--- config.mk ---
export PLATFORM = sky130hd
export DESIGN_NAME = cache_xfer_ctl
export DESIGN_NICKNAME = d
export VERILOG_FILES = /design/src/rtl/cxc_pkg.sv /design/src/rtl/cxc_sat_counter.sv /design/src/rtl/cxc_burst_calc.sv /design/src/rtl/cache_xfer_ctl.sv
export SDC_FILE = /design/constraint.sdc
export NUM_CORES = 1
export LEC_CHECK = 0
export ABC_AREA = 1
export BUFFER_PORTS_ARGS = -buffer_cell sky130_fd_sc_hd__clkbuf_2
export CELL_PAD_IN_SITES_DETAIL_PLACEMENT = 2
export CELL_PAD_IN_SITES_GLOBAL_PLACEMENT = 2
export CORE_MARGIN = 1
export CORE_UTILIZATION = 30
export CTS_CLUSTER_DIAMETER = 30
export DETAILED_ROUTE_END_ITERATION = 10
export GPL_ROUTABILITY_DRIVEN = 0
export PLACE_DENSITY_LB_ADDON = 0.1
export SETUP_SLACK_MARGIN = 0.1
export SLEW_MARGIN = 40
export SYNTH_ARGS = -nofsm -noshare
export SYNTH_HDL_FRONTEND = slang
export SYNTH_SLANG_ARGS = --single-unit
--- constraint.sdc ---
create_clock -name clk -period 7.35 [get_ports clk]
set_clock_uncertainty 0.2 [all_clocks]
set_input_delay 0.3675 -clock clk [delete_from_list [all_inputs] [get_ports clk]]
set_output_delay 0.3675 -clock clk [all_outputs]
set_load 0.02 [all_outputs]
--- src/rtl/cxc_pkg.sv ---
package cxc_pkg;

    typedef enum logic [2:0] {
        SEL_CTRL    = 3'd0,
        SEL_CACHE   = 3'd1,
        SEL_SKIP    = 3'd2,
        SEL_REQ     = 3'd3,
        SEL_ADDR_LO = 3'd4,
        SEL_ADDR_HI = 3'd5
    } reg_sel_e;

    localparam int LIM_W = 5;

    typedef struct packed {
        logic             trig_en;
        logic             mgmt_en;
        logic             inc_en;
        logic [LIM_W-1:0] limit;
    } ctrl_t;

endpackage

--- src/rtl/cxc_sat_counter.sv ---
module cxc_sat_counter #(
    parameter int WIDTH   = 8,
    parameter int SUBW    = 8,
    parameter bit HAS_INC = 1'b1
) (
    input  logic             clk,
    input  logic             rst_n,
    input  logic             clr,
    input  logic             hold_zero,
    input  logic             load,
    input  logic [WIDTH-1:0] load_val,
    input  logic             inc,
    input  logic             dec,
    input  logic [SUBW-1:0]  sub,
    output logic [WIDTH-1:0] cnt
);
    localparam int AW = ((WIDTH > SUBW) ? WIDTH : SUBW) + 2;
    localparam logic [AW-1:0] MAXV = {{(AW-WIDTH){1'b0}}, {WIDTH{1'b1}}};

    logic [WIDTH-1:0] cnt_d, cnt_q;
    logic             inc_eff;
    logic [AW-1:0]    total, take, diff;

    assign inc_eff = HAS_INC ? inc : 1'b0;

    always_comb begin
        total = AW'(cnt_q) + AW'(inc_eff);
        take  = AW'(dec) + AW'(sub);
        diff  = total - take;
        if (clr || hold_zero) begin
            cnt_d = '0;
        end else if (load) begin
            cnt_d = load_val;
        end else if (total >= take) begin
            cnt_d = (diff > MAXV) ? MAXV[WIDTH-1:0] : diff[WIDTH-1:0];
        end else begin
            cnt_d = '0;
        end
    end

    always_ff @(posedge clk or negedge rst_n) begin
        if (!rst_n) cnt_q <= '0;
        else        cnt_q <= cnt_d;
    end

    assign cnt = cnt_q;


    zero_floor_chk: assert property (@(posedge clk) disable iff (!rst_n)
        (!clr && !hold_zero && !load && dec && !inc_eff && sub == '0 && cnt_q == '0)
        |=> cnt_q == '0);


    cancel_hold_chk: assert property (@(posedge clk) disable iff (!rst_n)
        (!clr && !hold_zero && !load && dec && inc_eff && sub == '0)
        |=> $stable(cnt_q));

endmodule

--- src/rtl/cxc_burst_calc.sv ---
module cxc_burst_calc #(
    parameter int LIM_W  = 5,
    parameter int CNT_W  = 8,
    parameter int WPB_W  = 16,
    parameter int BYTE_W = 16
) (
    input  logic [LIM_W-1:0]  limit,
    input  logic [CNT_W-1:0]  cache_cnt,
    input  logic [CNT_W-1:0]  req_cnt,
    input  logic [WPB_W-1:0]  words_per_blk,
    output logic [LIM_W-1:0]  burst,
    output logic [BYTE_W-1:0] bytes
);
    localparam int MW = ((LIM_W + 1) > CNT_W) ? (LIM_W + 1) : CNT_W;
    localparam int PW = (LIM_W + 1) + (WPB_W + 1) + 1;

    logic [MW-1:0] lim_eff, m1, m2;
    logic [PW-1:0] prod;

    always_comb begin
        lim_eff = (limit == '0) ? MW'(1 << LIM_W) : MW'(limit);
        m1      = (lim_eff < MW'(cache_cnt)) ? lim_eff : MW'(cache_cnt);
        m2      = (m1 < MW'(req_cnt)) ? m1 : MW'(req_cnt);
        burst   = LIM_W'(m2 - MW'(1));
        prod    = PW'({1'b0, burst} + 1'b1) * PW'({1'b0, words_per_blk} + 1'b1);
        bytes   = BYTE_W'(prod << 1);
    end

endmodule

--- src/rtl/cache_xfer_ctl.sv ---
module cache_xfer_ctl
    import cxc_pkg::*;
#(
    parameter int CNT_W  = 8,
    parameter int ADDR_W = 16,
    parameter int WPB_W  = 16,
    parameter int BYTE_W = 16
) (
    input  logic              clk,
    input  logic              rst_n,
    input  logic              host_clr,
    input  logic              fw_clr,
    input  logic              wr_en,
    input  logic [2:0]        wr_sel,
    input  logic [7:0]        wr_data,
    input  logic              edc_done,
    input  logic              sta_err,
    input  logic              hdr_err,
    input  logic              blk_done,
    input  logic              wc_en,
    input  logic [WPB_W-1:0]  words_per_blk,
    output logic [7:0]        ctrl_out,
    output logic [CNT_W-1:0]  cache_cnt,
    output logic [CNT_W-1:0]  req_cnt,
    output logic [CNT_W-1:0]  skip_val,
    output logic [ADDR_W-1:0] blk_addr,
    output logic              xfer_trig,
    output logic [LIM_W-1:0]  burst_blks,
    output logic [BYTE_W-1:0] byte_cnt
);
    localparam int HI_W = ADDR_W - 8;

    typedef struct packed {
        ctrl_t             ctrl;
        logic [CNT_W-1:0]  skip;
        logic [ADDR_W-1:0] addr;
        logic              trig;
        logic [LIM_W-1:0]  rem;
        logic [LIM_W-1:0]  burst;
        logic [BYTE_W-1:0] bytes;
    } state_t;

    state_t st_d, st_q;

    logic soft_clr;
    logic wr_ctrl, wr_cache, wr_skip, wr_req, wr_lo, wr_hi;
    logic mgmt, skip_go, dec_go, inc_go, start;
    logic [CNT_W-1:0]  cache_q, req_q, skip_amt;
    logic [LIM_W-1:0]  calc_burst;
    logic [BYTE_W-1:0] calc_bytes;

    assign soft_clr = host_clr | fw_clr;
    assign wr_ctrl  = wr_en && (wr_sel == SEL_CTRL);
    assign wr_cache = wr_en && (wr_sel == SEL_CACHE);
    assign wr_skip  = wr_en && (wr_sel == SEL_SKIP);
    assign wr_req   = wr_en && (wr_sel == SEL_REQ);
    assign wr_lo    = wr_en && (wr_sel == SEL_ADDR_LO);
    assign wr_hi    = wr_en && (wr_sel == SEL_ADDR_HI);

    assign mgmt     = st_q.ctrl.mgmt_en;
    assign skip_go  = mgmt && wr_skip;
    assign skip_amt = skip_go ? CNT_W'(wr_data) : '0;
    assign dec_go   = mgmt && blk_done;
    assign inc_go   = st_q.ctrl.inc_en && edc_done && !sta_err && !hdr_err;
    assign start    = !st_q.trig && st_q.ctrl.trig_en && (cache_q != '0) && (req_q != '0);

    cxc_sat_counter #(.WIDTH(CNT_W), .SUBW(CNT_W), .HAS_INC(1'b1)) u_cache_cnt (
        .clk      (clk),
        .rst_n    (rst_n),
        .clr      (soft_clr),
        .hold_zero(1'b0),
        .load     (wr_cache),
        .load_val (CNT_W'(wr_data)),
        .inc      (inc_go),
        .dec      (dec_go),
        .sub      (skip_amt),
        .cnt      (cache_q)
    );

    cxc_sat_counter #(.WIDTH(CNT_W), .SUBW(CNT_W), .HAS_INC(1'b0)) u_req_cnt (
        .clk      (clk),
        .rst_n    (rst_n),
        .clr      (soft_clr),
        .hold_zero(!mgmt),
        .load     (wr_req),
        .load_val (CNT_W'(wr_data)),
        .inc      (1'b0),
        .dec      (dec_go),
        .sub      ('0),
        .cnt      (req_q)
    );

    cxc_burst_calc #(.LIM_W(LIM_W), .CNT_W(CNT_W), .WPB_W(WPB_W), .BYTE_W(BYTE_W)) u_burst (
        .limit        (st_q.ctrl.limit),
        .cache_cnt    (cache_q),
        .req_cnt      (req_q),
        .words_per_blk(words_per_blk),
        .burst        (calc_burst),
        .bytes        (calc_bytes)
    );

    always_comb begin
        st_d = st_q;
        if (wr_ctrl) st_d.ctrl = ctrl_t'(wr_data);

        if (!mgmt)        st_d.skip = '0;
        else if (wr_skip) st_d.skip = CNT_W'(wr_data);

        st_d.addr = st_q.addr + ADDR_W'(dec_go) + ADDR_W'(skip_amt);
        if (wr_lo) st_d.addr[7:0] = wr_data;
        if (wr_hi) st_d.addr[ADDR_W-1:8] = HI_W'(wr_data);

        if (start) begin
            st_d.trig = 1'b1;
            if (mgmt) begin
                st_d.burst = calc_burst;
                st_d.rem   = calc_burst;
                if (wc_en) st_d.bytes = calc_bytes;
            end else begin
                st_d.rem = st_q.burst;
            end
        end else if (st_q.trig && blk_done) begin
            if (st_q.rem == '0) st_d.trig = 1'b0;
            else                st_d.rem  = st_q.rem - 1'b1;
        end

        if (soft_clr) st_d = '0;
    end

    always_ff @(posedge clk or negedge rst_n) begin
        if (!rst_n) st_q <= '0;
        else        st_q <= st_d;
    end

    assign ctrl_out   = st_q.ctrl;
    assign cache_cnt  = cache_q;
    assign req_cnt    = req_q;
    assign skip_val   = st_q.skip;
    assign blk_addr   = st_q.addr;
    assign xfer_trig  = st_q.trig;
    assign burst_blks = st_q.burst;
    assign byte_cnt   = st_q.bytes;


    trig_rise_chk: assert property (@(posedge clk) disable iff (!rst_n)
        (!soft_clr && !xfer_trig && st_q.ctrl.trig_en && cache_cnt != '0 && req_cnt != '0)
        |=> xfer_trig);


    burst_fit_chk: assert property (@(posedge clk) disable iff (!rst_n)
        ($rose(xfer_trig) && $past(mgmt))
        |-> (CNT_W'(burst_blks) < $past(cache_cnt)) && (CNT_W'(burst_blks) < $past(req_cnt)));


    mgmt_off_chk: assert property (@(posedge clk) disable iff (!rst_n)
        (!mgmt && !$past(mgmt)) |-> (skip_val == '0 && req_cnt == '0));


    addr_step_chk: assert property (@(posedge clk) disable iff (!rst_n)
        (!soft_clr && mgmt && blk_done && !wr_skip && !wr_lo && !wr_hi)
        |=> blk_addr == $past(blk_addr) + 1'b1);

endmodule

==> results.ini, run 1 <==
[routing]
postRouteWirelength_mm = 28.3
viasPerCell = 4.79
first_pass_iters = 4
routed-via-count = 7526
detail_route.drc_violations = 0
route.detailed.wl_per_inst_um = 18.1
drt_first_iter_violations = 177
drtAntennaViolNets = 0

[setup_path]
startpoint_type = register
worstSetupPathType = reg -> reg
crit_fanout = 6
worst-endpoint-arrival_ns = 7.36
cpPeakStageDelay_ns = 0.52
crit_slowest_cell = sky130_fd_sc_hd__fa_1
crit_required_ns = 7.40
setup.worst_path.end_class = register

[synthesis]
syn-instance-count = 1071
yosys_register_bits = 74
synth.top_cell.area_share = 0.237
synth-seq-area-share = 0.237
synth-warning-count = 0
async_set_reset_flop_share_out_of_synthesis = 1.00
synth_area_leader_cell = sky130_fd_sc_hd__dfrtp_1
synth.avg_cell_area_um2 = 7.29
ys_top_cells_by_count = sky130_fd_sc_hd__inv_1, sky130_fd_sc_hd__nand2_1, sky130_fd_sc_hd__nor2_1, sky130_fd_sc_hd__dfrtp_1, sky130_fd_sc_hd__o21ai_0
synth_area_um2 = 7800
synth-edff-count = 0
leading_cell_types_by_total_area_after_synthesis = sky130_fd_sc_hd__dfrtp_1, sky130_fd_sc_hd__fa_1, sky130_fd_sc_hd__inv_1, sky130_fd_sc_hd__ha_1, sky130_fd_sc_hd__nand2_1
synthFlopType = sky130_fd_sc_hd__dfrtp_1
yosysMostFrequentCell = sky130_fd_sc_hd__inv_1
yosys.cell_types.count = 40

[power]
pwr_density_cell_nw_per_um2 = 341
final_total_power_mw = 3.44
leakagePower_nw = 4.96
irDropWorstVdd_v = 0.000218

[global_route]
grt_start_max_net_pins = 65
first_pass_grt_wire_length_mm = 45.5
globalRouteTotalUtil = 0.221
grt_pass1_vias = 8461
grt_antenna_before_repair = 0
grt-ovfl-total = 0

[cts]
clkSlewWorstSetupHoldPaths_ns = 0.08
clock_sinks = 74
clk_latency_ns = 0.35
clock_tree.root_cell = sky130_fd_sc_hd__clkbuf_16
tritoncts = done
h-tree-depth = 3
clock_tree.buffer_depth = 2
cts_inserted_buffers = 9

[run_status]
run_status = complete, no violations

[floorplan]
start_util = 0.308
rows = 58
floorplan.die_area_um2 = 26700
die_w_um = 163
coreArea_um2 = 25300
floorplan.io_pins = 107
die-height_um = 163

[timing]
hold_viol_final = 0
timing.slew.headroom = 0.447
period_needed_ns = 7.31
clock.fmax_mhz = 137
post-route-worst-setup-slack_ns = 0.0364
worst-slew-pin-transition_ns = 0.821
report.final.setup_viol = 0
rsz0062_at_grt = yes
timing.final.crit_share = 0.995
maxSlewViolCount = 0

[layout]
num_antenna_cells = 0
fin_util = 0.398
fillerInstances = 2958
share_of_final_layout_standard_cells_stronger_than_drive_strength_1 = 0.292
fin_nets = 1371
areaGrowthSynthToFinish_pct = 29.0

[job]
maxCapViolations = 0

[placement]
placement.setup.worst_slack_ns = -0.486
dp.final_hpwl_mm = 22.1
io_buffer_count = 104

[hold_path]
holdCritPathClass = in -> reg

[placed cells by master, fill, tap and decap left out, types with 7 or more instances in the layout]
cell type / count
sky130_fd_sc_hd__nand2_4: 12
sky130_fd_sc_hd__xnor2_1: 11
sky130_fd_sc_hd__a211oi_1: 17
sky130_fd_sc_hd__fa_1: 43
sky130_fd_sc_hd__nor2_1: 93
sky130_fd_sc_hd__inv_2: 11
sky130_fd_sc_hd__dfrtp_1: 72
sky130_fd_sc_hd__a21oi_1: 46
sky130_fd_sc_hd__clkbuf_2: 103
sky130_fd_sc_hd__xor2_1: 31
sky130_fd_sc_hd__ha_4: 9
sky130_fd_sc_hd__nor2_2: 16
sky130_fd_sc_hd__nor3_1: 19
sky130_fd_sc_hd__buf_4: 108
sky130_fd_sc_hd__ha_1: 46
sky130_fd_sc_hd__nor2_4: 8
sky130_fd_sc_hd__inv_1: 188
sky130_fd_sc_hd__buf_6: 9
sky130_fd_sc_hd__o21ai_0: 59
sky130_fd_sc_hd__nand2_2: 16
sky130_fd_sc_hd__nand3_1: 41
sky130_fd_sc_hd__nand3_2: 9
sky130_fd_sc_hd__clkbuf_16: 9
sky130_fd_sc_hd__a21oi_2: 7
sky130_fd_sc_hd__nand2_1: 160
[through the flow]
stage / cells / hold WS (ns) / instance area, um2 / TNS (ns)
after global routing: 1570 / 0.172 / 10100 / -0.608
after CTS: 1567 / 0.128 / 9930 / 0
final: 1570 / 0.121 / 10100 / 0
after global placement: 1523 / 0.0169 / 9040 / -0.336
after floorplan: 1073 / -0.128 / 7930 / 0
after detailed placement: 1523 / 0.0219 / 9050 / -1.06
[metal layers]
layer | routed length [um] | vias to the layer above | track usage
met2 | 15400 | 93 | 0.426
met3 | 644 | 28 | 0.0267
li1 | - | 3663 | -
met4 | 377 | 0 | 0.0459
met1 | 11900 | 3742 | 0.258
met5 | 0 | - | 0
[worst paths after layout]
check | slack [ns] | to | from | cells past startpoint
max in group asynchronous | 5.83 | ctrl_out[1] | rst_n | 3
worst min register to register | 0.29 | byte_cnt[10] | byte_cnt[10] | 2
worst max-delay path | 0.04 | byte_cnt[15] | ctrl_out[3] | 49
min in group asynchronous | 0.19 | byte_cnt[13] | rst_n | 2
worst min-delay path | 0.12 | blk_addr[2] | wr_data[2] | 3
worst max register to register | 0.04 | byte_cnt[15] | ctrl_out[3] | 49
[flip-flops by register name, summed over array words and instances, names as in the netlist]
register,count
skip_val,8
ctrl_out,7
u_cache_cnt.cnt,8
xfer_trig,1
st_q,5
u_req_cnt.cnt,8
mgmt,1
byte_cnt,15
blk_addr,16
burst_blks,5
[power by group]
group          switching [mW]  leakage [nW]  internal (mW)
Clock                   0.227         0.145          0.270
Combinational            1.37          3.79           1.14
Sequential             0.0101          1.02          0.424
Total                    1.61          4.96           1.83
[what timing repair did]
item | 4_1_cts | 5_1_grt
hold buffers | 1 | 0
pin swaps | 65 | 31
cloned | 0 | 0
gates resized for setup | 97 | 29
endpoints found under the hold margin | 10 | 0
setup buffers | 27 | 8
endpoints found under the setup margin | 4 | 8
[final cells by class]
class,instances,area (um2),share of cell area
Inverter,208,807,0.0801
Clock inverter,7,82.6,0.00820
Multi-Input combinational cell,721,5250,0.521
Clock buffer,9,225,0.0224
Sequential cell,74,1850,0.184
Timing Repair Buffer,221,1440,0.143
Tap cell,330,413,0.0410
[critical path: cells and delay by family, from the launching register on]
kind,cells,cell delay [ns]
xor gates and xnor gates,1,0.17
adders and majority gates,7,2.49
AOI/OAI and AO/OA,9,1.10
buffers and inverters,8,0.60
and+or+nand+nor,24,2.27
DFF,1,0.39
[logic make-up (layout without fill, tap and decap cells)]
family,count (synthesis),count (layout),synth area share
AOI/OAI and AO/OA,176,176,0.131
and+or+nand+nor,400,400,0.222
DFF,74,74,0.237
other,1,3,0.000481
buffers and inverters,278,445,0.160
xor gates and xnor gates,43,43,0.0483
adders and majority gates,99,99,0.201
(Power assumes the default switching activity.)
==> run 2: changes to the inputs <==
Settings changed: CTS_CLUSTER_DIAMETER 30 to 80, GPL_TIMING_DRIVEN set to 0, SETUP_SLACK_MARGIN 0.1 to unset.
==> run 2 against run 1 <==
The run now ends with negative setup slack left. Via count rose by 1.3%. Setup slack got worse by 0.50 ns. Power fell by 7.3%. Global-route usage rose by 0.099 points. Highest routed layer unchanged.
==> results.ini, run 2 (synthesis results as in run 1) <==
[hold_path]
holdCritPathClass = in -> reg

[global_route]
grt_antenna_before_repair = 0
globalRouteTotalUtil = 0.222
grt_pass1_vias = 8480
grt_start_max_net_pins = 61
first_pass_grt_wire_length_mm = 45.5
grt-ovfl-total = 0

[timing]
worst-slew-pin-transition_ns = 0.807
timing.slew.headroom = 0.458
clock.fmax_mhz = 128
timing.final.crit_share = 1.06
period_needed_ns = 7.82
maxSlewViolCount = 0
rsz0062_at_grt = yes
post-route-worst-setup-slack_ns = -0.466
hold_viol_final = 0
report.final.setup_viol = 2

[power]
power.sequential.fraction = 0.143
pwr_density_cell_nw_per_um2 = 316
switching_power_mw = 1.58
share_clk_of_total_power = 0.154
power.internal_mw = 1.61
irDropWorstVdd_v = 0.000182
leakagePower_nw = 4.97
switching_share = 0.496
combPwrFrac = 0.704

[layout]
areaGrowthSynthToFinish_pct = 29.2
largest_register_ff_count = 16
fillerInstances = 3026
final_design_area_no_fill_um2 = 10100
fin_nets = 1380
layout_commonest_cell = sky130_fd_sc_hd__inv_1
final_cell_mix = sky130_fd_sc_hd__inv_1, sky130_fd_sc_hd__nand2_1, sky130_fd_sc_hd__clkbuf_2, sky130_fd_sc_hd__buf_4, sky130_fd_sc_hd__nor2_1
multiInputGateArea_um2 = 5230
share_of_final_layout_standard_cells_stronger_than_drive_strength_1 = 0.279
num_antenna_cells = 0
fin_util = 0.398
sequential_cell_area_um2 = 1860

[cts]
clk_latency_ns = 0.35
clock_tree.root_cell = sky130_fd_sc_hd__clkbuf_16
tritoncts = done
clock_sinks = 74
clkSlewWorstSetupHoldPaths_ns = 0.07
clock_tree.buffer_depth = 2
h-tree-depth = 3
cts_inserted_buffers = 9

[setup_path]
cpPeakStageDelay_ns = 0.60
startpoint_type = register
worst-endpoint-arrival_ns = 7.91
crit_slowest_cell = sky130_fd_sc_hd__fa_1
crit_fanout = 5
crit_required_ns = 7.44
worstSetupPathType = reg -> reg
setup.worst_path.end_class = register

[routing]
route.detailed.wl_per_inst_um = 18.3
drtAntennaViolNets = 0
drt_first_iter_violations = 173
detail_route.drc_violations = 0
first_pass_iters = 4
viasPerCell = 4.83
routed-via-count = 7625
postRouteWirelength_mm = 28.8

[run_status]
violations = negative setup slack
run_status = complete, but fails checks

[placement]
io_buffer_count = 104
post_detailed_placement_cell_area_um2 = 8810
dp.final_hpwl_mm = 22.1

[floorplan]
die_w_um = 163
rows = 58
floorplan.io_pins = 107
floorplan.die_area_um2 = 26700
die-height_um = 163
coreArea_um2 = 25300
start_util = 0.308

[job]
maxCapViolations = 0

## run 2: changes by cell type in the layout (fill, tap and decap cells not counted), sizes merged
| cell | change |
|---|---|
| buf | -8 |
| clkbuf | +17 |
| inv | +1 |
| clkinvlp | -1 |
## run 2: stage by stage
stage | total power [mW] | cells | setup TNS [ns] | hold slack, ns | setup slack, ns
after floorplan | 1.61 | 1073 | 0 | -0.128 | 0.00383
after global placement | 2.04 | 1507 | -3.54 | 0.272 | -1.42
after detailed placement | 2.11 | 1508 | -4.90 | 0.0445 | -1.63
after CTS | 3.03 | 1565 | -0.312 | 0.145 | -0.312
after global routing | 3.45 | 1579 | -2.26 | 0.175 | -0.969
final | 3.18 | 1579 | -0.675 | 0.161 | -0.466
## run 2: per-layer routing
layer  share of wire  wire length, um  GRT usage
met1            0.41            11800      0.253
met2            0.55            15700      0.426
met3           0.027              781     0.0320
met4           0.019              556     0.0578
met5               0                0          0
## run 2: worst max-delay path, delay by kind of cell (launching register included)
family,cells,cell delay [ns]
compound gates,9,1.12
fa+ha+maj,7,2.61
buf+inv,10,0.83
flops,1,0.44
xor+xnor,1,0.16
simple gates,24,2.37
## run 2: worst paths after layout
path,startpoint,to,slack [ns],cells after the start
max in group asynchronous,rst_n,ctrl_out[1],6.13,3
min in group asynchronous,rst_n,byte_cnt[11],0.23,2
max reg2reg,ctrl_out[0],byte_cnt[15],-0.47,51
max,ctrl_out[0],byte_cnt[15],-0.47,51
min,wr_data[2],blk_addr[2],0.16,3
min reg2reg,byte_cnt[13],byte_cnt[13],0.29,2
## run 2: power groups by stage
| stage | logic [mW] | clock network [mW] | registers (mW) |
|---|---|---|---|
| final | 2.24 | 0.490 | 0.454 |
| after CTS | 2.07 | 0.504 | 0.454 |
| after detailed placement | 1.64 | 0 | 0.463 |
| after floorplan | 1.14 | 0 | 0.463 |
| after global routing | 2.48 | 0.513 | 0.457 |
| after global placement | 1.57 | 0 | 0.463 |
## run 2: layout make-up
class / count / area share
multi-input combinational: 721 / 0.519
sequential: 74 / 0.184
timing repair buffer: 160 / 0.0994
inverter: 208 / 0.0789
buffer: 70 / 0.0465
tap: 330 / 0.0409
clock buffer: 9 / 0.0223
clock inverter: 7 / 0.00844
## run 2: timing repair
item | 4_1_cts | 5_1_grt
gates cloned | 1 | 0
setup endpoints to repair | 9 | 7
hold endpoints to repair | 51 | 0
setup buffers | 39 | 15
pin swaps | 49 | 42
hold buffers | 1 | 0
resized for setup | 104 | 28
